### config.mk
export PLATFORM = sky130hd
export DESIGN_NAME = wb_req_sequencer
export DESIGN_NICKNAME = d
export VERILOG_FILES = /design/src/rtl/wbseq_pkg.sv /design/src/rtl/wbseq_classify.sv /design/src/rtl/wbseq_beat_ctr.sv /design/src/rtl/wbseq_fsm.sv /design/src/rtl/wb_req_sequencer.sv
export SDC_FILE = /design/constraint.sdc
export NUM_CORES = 1
export LEC_CHECK = 0
export BUFFER_PORTS_ARGS = -buffer_cell sky130_fd_sc_hd__buf_2
export CORE_MARGIN = 2
export CORE_UTILIZATION = 45
export CTS_CLUSTER_DIAMETER = 60
export DETAILED_ROUTE_END_ITERATION = 16
export PLACE_DENSITY = 0.79
export SLEW_MARGIN = 20
export SYNTH_ARGS = -nofsm -noshare
export SYNTH_HDL_FRONTEND = slang
export SYNTH_SLANG_ARGS = --single-unit
### constraint.sdc
create_clock -name clk -period 1.7 [get_ports clk]
set_clock_uncertainty 0.1 [all_clocks]
set_input_delay 0.17 -clock clk [delete_from_list [all_inputs] [get_ports clk]]
set_output_delay 0.17 -clock clk [all_outputs]
set_load 0.01 [all_outputs]
### src/rtl/wbseq_pkg.sv
package wbseq_pkg;

  typedef enum logic [3:0] {
    ST_IDLE,
    ST_RD_HIT,
    ST_RD_EVICT,
    ST_RD_FILL,
    ST_RD_WAIT,
    ST_RD_FWD,
    ST_RD_DONE_CPU,
    ST_RD_DONE_LINE,
    ST_WR_EVICT,
    ST_WR_FILL,
    ST_WR_WAIT
  } seq_state_e;

  typedef enum logic [2:0] {
    CL_NONE,
    CL_RD_HIT,
    CL_RD_MISS,
    CL_RD_EVICT,
    CL_WR_HIT,
    CL_WR_MISS,
    CL_WR_EVICT
  } req_class_e;

endpackage

### src/rtl/wbseq_classify.sv
module wbseq_classify
  import wbseq_pkg::*;
(
  input  logic       valid_i,
  input  logic       is_write_i,
  input  logic       hit_i,
  input  logic       dirty_i,
  output req_class_e cls_o
);
  always_comb begin
    if (!valid_i)          cls_o = CL_NONE;
    else if (is_write_i) begin
      if (hit_i)           cls_o = CL_WR_HIT;
      else if (dirty_i)    cls_o = CL_WR_EVICT;
      else                 cls_o = CL_WR_MISS;
    end else begin
      if (hit_i)           cls_o = CL_RD_HIT;
      else if (dirty_i)    cls_o = CL_RD_EVICT;
      else                 cls_o = CL_RD_MISS;
    end
  end
endmodule

### src/rtl/wbseq_beat_ctr.sv
module wbseq_beat_ctr #(
  parameter int BEATS = 4
) (
  input  logic clk,
  input  logic rst,
  input  logic clear_i,
  input  logic count_en_i,
  input  logic beat_i,
  output logic first_o,
  output logic last_o
);
  localparam int CW = (BEATS > 1) ? $clog2(BEATS) : 1;
  localparam logic [CW-1:0] LAST_IDX = CW'(BEATS - 1);

  logic [CW-1:0] cnt_q;
  logic          take;

  assign take    = count_en_i && beat_i;
  assign first_o = take && (cnt_q == '0);
  assign last_o  = take && (cnt_q == LAST_IDX);

  always_ff @(posedge clk) begin
    if (rst || clear_i)  cnt_q <= '0;
    else if (last_o)     cnt_q <= '0;
    else if (take)       cnt_q <= cnt_q + 1'b1;
  end
endmodule

### src/rtl/wbseq_fsm.sv
module wbseq_fsm
  import wbseq_pkg::*;
#(
  parameter int AW = 32
) (
  input  logic          clk,
  input  logic          rst,
  input  req_class_e    cls_i,
  input  logic [AW-1:0] hd_addr_i,
  input  logic [AW-1:0] victim_i,
  input  logic          mem_ready_i,
  input  logic          cpu_ready_i,
  input  logic          first_beat_i,
  input  logic          last_beat_i,
  output logic          pop_o,
  output logic          merge_o,
  output logic          mem_valid_o,
  output logic          mem_wb_o,
  output logic [AW-1:0] mem_addr_o,
  output logic          cpu_valid_o,
  output logic          count_en_o,
  output logic          fill_taken_o
);
  seq_state_e    state_q, state_d;
  logic [AW-1:0] addr_q, victim_q;
  logic          mem_hs, cpu_hs;

  assign mem_valid_o  = (state_q == ST_RD_EVICT) || (state_q == ST_RD_FILL) ||
                        (state_q == ST_WR_EVICT) || (state_q == ST_WR_FILL);
  assign mem_wb_o     = (state_q == ST_RD_EVICT) || (state_q == ST_WR_EVICT);
  assign mem_addr_o   = mem_wb_o ? victim_q : addr_q;
  assign cpu_valid_o  = (state_q == ST_RD_HIT) || (state_q == ST_RD_FWD) ||
                        (state_q == ST_RD_DONE_LINE);
  assign count_en_o   = (state_q == ST_RD_WAIT) || (state_q == ST_RD_FWD) ||
                        (state_q == ST_RD_DONE_CPU) || (state_q == ST_WR_WAIT);
  assign mem_hs       = mem_valid_o && mem_ready_i;
  assign cpu_hs       = cpu_valid_o && cpu_ready_i;
  assign fill_taken_o = mem_hs && !mem_wb_o;

  always_comb begin
    state_d = state_q;
    pop_o   = 1'b0;
    merge_o = 1'b0;
    unique case (state_q)
      ST_IDLE: begin
        unique case (cls_i)
          CL_RD_HIT:   state_d = ST_RD_HIT;
          CL_RD_MISS:  state_d = ST_RD_FILL;
          CL_RD_EVICT: state_d = ST_RD_EVICT;
          CL_WR_MISS:  state_d = ST_WR_FILL;
          CL_WR_EVICT: state_d = ST_WR_EVICT;
          CL_WR_HIT: begin
            pop_o   = 1'b1;
            merge_o = 1'b1;
          end
          default: ;
        endcase
      end
      ST_RD_HIT: if (cpu_hs) begin
        pop_o   = 1'b1;
        state_d = ST_IDLE;
      end
      ST_RD_EVICT: if (mem_hs) state_d = ST_RD_FILL;
      ST_RD_FILL:  if (mem_hs) state_d = ST_RD_WAIT;
      ST_RD_WAIT: begin
        if (last_beat_i)       state_d = ST_RD_DONE_LINE;
        else if (first_beat_i) state_d = ST_RD_FWD;
      end
      ST_RD_FWD: begin
        if (cpu_hs && last_beat_i) begin
          pop_o   = 1'b1;
          state_d = ST_IDLE;
        end else if (cpu_hs)   state_d = ST_RD_DONE_CPU;
        else if (last_beat_i)  state_d = ST_RD_DONE_LINE;
      end
      ST_RD_DONE_CPU: if (last_beat_i) begin
        pop_o   = 1'b1;
        state_d = ST_IDLE;
      end
      ST_RD_DONE_LINE: if (cpu_hs) begin
        pop_o   = 1'b1;
        state_d = ST_IDLE;
      end
      ST_WR_EVICT: if (mem_hs) state_d = ST_WR_FILL;
      ST_WR_FILL:  if (mem_hs) state_d = ST_WR_WAIT;
      ST_WR_WAIT: if (last_beat_i) begin
        pop_o   = 1'b1;
        merge_o = 1'b1;
        state_d = ST_IDLE;
      end
      default: state_d = ST_IDLE;
    endcase
  end

  always_ff @(posedge clk) begin
    if (rst) begin
      state_q  <= ST_IDLE;
      addr_q   <= '0;
      victim_q <= '0;
    end else begin
      state_q <= state_d;
      if (state_q == ST_IDLE && cls_i != CL_NONE) begin
        addr_q   <= hd_addr_i;
        victim_q <= victim_i;
      end
    end
  end

  // a pop from a busy state lands back in idle
  assert_pop_to_idle_R13: assert property (@(posedge clk) disable iff (rst)
    (pop_o && state_q != ST_IDLE) |=> state_q == ST_IDLE);

  // an unaccepted memory request keeps its fields
  assert_mem_hold_R11: assert property (@(posedge clk) disable iff (rst)
    (mem_valid_o && !mem_ready_i) |=>
      (mem_valid_o && $stable(mem_addr_o) && $stable(mem_wb_o)));

  // an accepted write-back is followed by the fill request
  assert_wb_then_fill_R8: assert property (@(posedge clk) disable iff (rst)
    (mem_valid_o && mem_ready_i && mem_wb_o) |=> (mem_valid_o && !mem_wb_o));

  // CPU data stays offered until taken
  assert_cpu_hold_R2: assert property (@(posedge clk) disable iff (rst)
    (cpu_valid_o && !cpu_ready_i) |=> cpu_valid_o);

  // CPU data appears only after a hit lookup or a first beat
  assert_cpu_after_data_R5: assert property (@(posedge clk) disable iff (rst)
    $rose(cpu_valid_o) |-> ($past(first_beat_i) || $past(state_q == ST_IDLE)));

  // merge strobe only accompanies a pop
  assert_merge_with_pop_R3: assert property (@(posedge clk) disable iff (rst)
    merge_o |-> pop_o);

endmodule

### src/rtl/wb_req_sequencer.sv
module wb_req_sequencer
  import wbseq_pkg::*;
#(
  parameter int AW    = 32,
  parameter int BEATS = 4
) (
  input  logic          clk,
  input  logic          rst,
  input  logic          hd_valid,
  input  logic          hd_write,
  input  logic [AW-1:0] hd_addr,
  output logic          hd_pop,
  input  logic          lkp_hit,
  input  logic          lkp_dirty,
  input  logic [AW-1:0] lkp_victim_addr,
  output logic          mem_req_valid,
  input  logic          mem_req_ready,
  output logic          mem_req_wb,
  output logic [AW-1:0] mem_req_addr,
  input  logic          mem_beat,
  output logic          cpu_valid,
  input  logic          cpu_ready,
  output logic          wr_merge
);
  req_class_e cls;
  logic       count_en, fill_taken, first_beat, last_beat;

  wbseq_classify u_cls (
    .valid_i    (hd_valid),
    .is_write_i (hd_write),
    .hit_i      (lkp_hit),
    .dirty_i    (lkp_dirty),
    .cls_o      (cls)
  );

  wbseq_beat_ctr #(.BEATS(BEATS)) u_beats (
    .clk        (clk),
    .rst        (rst),
    .clear_i    (fill_taken),
    .count_en_i (count_en),
    .beat_i     (mem_beat),
    .first_o    (first_beat),
    .last_o     (last_beat)
  );

  wbseq_fsm #(.AW(AW)) u_fsm (
    .clk          (clk),
    .rst          (rst),
    .cls_i        (cls),
    .hd_addr_i    (hd_addr),
    .victim_i     (lkp_victim_addr),
    .mem_ready_i  (mem_req_ready),
    .cpu_ready_i  (cpu_ready),
    .first_beat_i (first_beat),
    .last_beat_i  (last_beat),
    .pop_o        (hd_pop),
    .merge_o      (wr_merge),
    .mem_valid_o  (mem_req_valid),
    .mem_wb_o     (mem_req_wb),
    .mem_addr_o   (mem_req_addr),
    .cpu_valid_o  (cpu_valid),
    .count_en_o   (count_en),
    .fill_taken_o (fill_taken)
  );
endmodule

==> flow_metrics.tcl <==
set metrics [dict create \
    status "finished with violations" \
    violations "hold timing, setup timing" \
    crit_required_ns 1.43 \
    syn2layout_area_growth_pct 68.4 \
    viasPerCell 5.15 \
    yosys_warnings 0 \
    die_w_um 89.8 \
    powerDensity_nw_per_um2 1030 \
    criticalPathCategory "flip-flop to primary output" \
    ys_seq_area_share_pct 42.3 \
    clkLatencyLatePin_ns 0.34 \
    netlist_area_um2 3310 \
    cap_violations 0 \
    drtPass1Iterations 5 \
    dp_hpwl_um 5830 \
    drive_gt1_share_pct 37.8 \
    worst-slew-pin-transition_ns 0.544 \
    slew_headroom_pct 63.7 \
    netSwitchingFraction_pct 34.1 \
    cts_sinks 70 \
    crit_fanout 6 \
    placed_area_um2 4050 \
    hold_viol 1 \
    port_buffers 109 \
    p_sw_mw 1.95 \
    synth_edf_count 0 \
    nNetsFinal 679 \
    root_buffer "clkbuf_8" \
    rsz0062_at_grt "yes" \
    place_congestion 0.896 \
    wl_per_cell_um 16.3 \
    ys_seq_elements 70 \
    antenna_found_initial 0 \
    drc 0 \
    wirelength_um 11500 \
    vdd_drop_max_uv 592 \
    placedCellCount 612 \
    ios 110 \
    die_h_um 89.8 \
    rows 31 \
    clkSlewWorstSetupHoldPaths_ns 0.07 \
    leakagePower_nw 2.39 \
    gr-total-overflow 0 \
    hold_slack_ns -0.00447 \
    combPwrFrac_pct 43.4 \
    preCtsSetupSlack_ns -0.145 \
    cts_tree "done" \
    fin_cells 707 \
    yosys-top-cells-area "dfxtp_1 (42%), nand2_1 (15%), mux2_2 (11%)" \
    power_frac_clock_pct 20.8 \
    most-common-layout-cells "nand2_1 (133), buf_2 (75), a21oi_1 (68)" \
    slew_violations 0 \
    core_um2 7180 \
    grt_pass1_vias 3561 \
    synthArstFlopShare_pct 0 \
    avgSynthCellArea_um2 8.11 \
    drt_first_iter_violations 121 \
    final_common_cell "nand2_1" \
    end_kind "primary output" \
    ctsHtreeMaxLevel 3 \
    yosysTopAreaCell "dfxtp_1" \
    synth_cell_type_count 46 \
    syn_inst 408 \
    min_path_type "input port to flip-flop" \
    final_cell_area_um2 5570 \
    fmax_mhz 468 \
    grt_max_degree 55 \
    fin_crit_sh_pct 126 \
    dieArea_um2 8060 \
    antenna_cells 0 \
    arrival_ns 1.87 \
    pwr-share-seq_pct 35.8 \
    grt_pass1_wl_um 16300 \
    clockBufferDepth 2 \
    intPower_mw 3.77 \
    crit_path_start_kind "flip-flop" \
    fin_ws_ns -0.438 \
    ant_nets 0 \
    setup_viol 50 \
    finalPower_mw 5.71 \
    synth.net_count 483 \
    numCtsBuffers 9 \
    grt_use_total_pct 24.8 \
    num_vias 3641 \
    initial_core_util_pct 46.1 \
    ys_dominant_reg_cell "dfxtp_1" \
    period_minus_slack_ns 2.14 \
    post-synth-top-area-fraction_pct 42.3 \
]
[cells in the mapped netlist (2+ instances only)]
cell / count
nand3_1: 4
ha_1: 2
nor2b_1: 3
nor2_1: 9
nand2b_1: 2
buf_2: 7
xnor2_1: 2
and3_1: 2
clkbuf_1: 14
nand2_1: 135
o21ai_0: 6
inv_1: 7
buf_4: 3
mux2_2: 32
a21oi_1: 70
a31oi_1: 2
dfxtp_1: 70
a31o_1: 2
a32oi_1: 2
buf_6: 7
a211oi_1: 2
[metrics by stage]
| step | util (%) | TNS [ns] |
|---|---|---|
| after global routing | 77.6 | -19.32 |
| after global placement | 56.4 | -6.19 |
| after CTS | 70.6 | -13.48 |
| after floorplan | - | 0 |
| final | 77.6 | -14.86 |
| after detailed placement | 56.4 | -8.01 |
[power by group through the flow]
| stage | clock network (mW) | registers [mW] | logic (mW) |
|---|---|---|---|
| after floorplan | 0 | 1.98 | 1.15 |
| after global placement | 0 | 2.03 | 1.63 |
| after detailed placement | 0 | 2.05 | 1.67 |
| after CTS | 1.19 | 2.02 | 1.96 |
| after global routing | 1.28 | 2.07 | 2.64 |
| final | 1.19 | 2.05 | 2.48 |
[per-layer routing]
metal	wire length, µm	part of all wire, %	track usage (%)	up-vias
met2	5910	51	43.9	122
met3	569	4.9	5.62	37
li1	-	-	-	1765
met4	463	4.0	12.3	0
met5	0	0	0	-
met1	4600	40	28.0	1717
[layout make-up]
class | instances | area (µm²)
Fill cell | 481 | 1600
Inverter | 7 | 26.3
Multi-Input combinational cell | 300 | 1930
Sequential cell | 70 | 1420
Tap cell | 99 | 124
Clock inverter | 4 | 23.8
Clock buffer | 11 | 141
Timing Repair Buffer | 216 | 1910
[worst paths after layout]
check,cells past startpoint,to,slack (ns),from
min reg2reg,2,u_fsm.victim_q[7],0.36,u_fsm.victim_q[7]
min,3,u_fsm.victim_q[0],-0.004,lkp_victim_addr[0]
max,6,mem_req_addr[19],-0.44,u_fsm.state_q[1]
max reg2reg,9,u_fsm.state_q[3],-0.30,u_fsm.state_q[3]
[logic make-up after synthesis]
group / Yosys count / synth area share, %
adder cells (fa/ha/maj): 2 / 0.756
XOR/XNOR: 2 / 0.529
buffers and inverters: 38 / 6.50
AO/OA/AOI/OAI: 98 / 17.2
multiplexers: 34 / 11.6
flip-flops: 70 / 42.3
AND/OR/NAND/NOR: 164 / 21.0
[sequential cells by signal, indices dropped and copies added (netlist names)]
| register | count |
|---|---|
| u_fsm.state_q | 4 |
| u_fsm.addr_q | 32 |
| u_fsm.victim_q | 32 |
| u_beats.cnt_q | 2 |
[repair_timing]
item                                    in CTS  in global routing
buffers inserted                             5                  9
hold buffers                                63                  0
endpoints found under the setup margin      94                106
hold endpoints to repair                    63                  0
resized for setup                           41                 79
gates cloned                                 1                  4
pin swaps                                    5                  8
[critical path: stages (launching register included)]
cell and delay, ns:
dfxtp_4 0.36, xnor2_4 0.15, nor3_4 0.22, buf_12 0.17, clkbuf_16 0.17, mux2_4 0.32
buf_6 0.12
(Power assumes the default switching activity.)
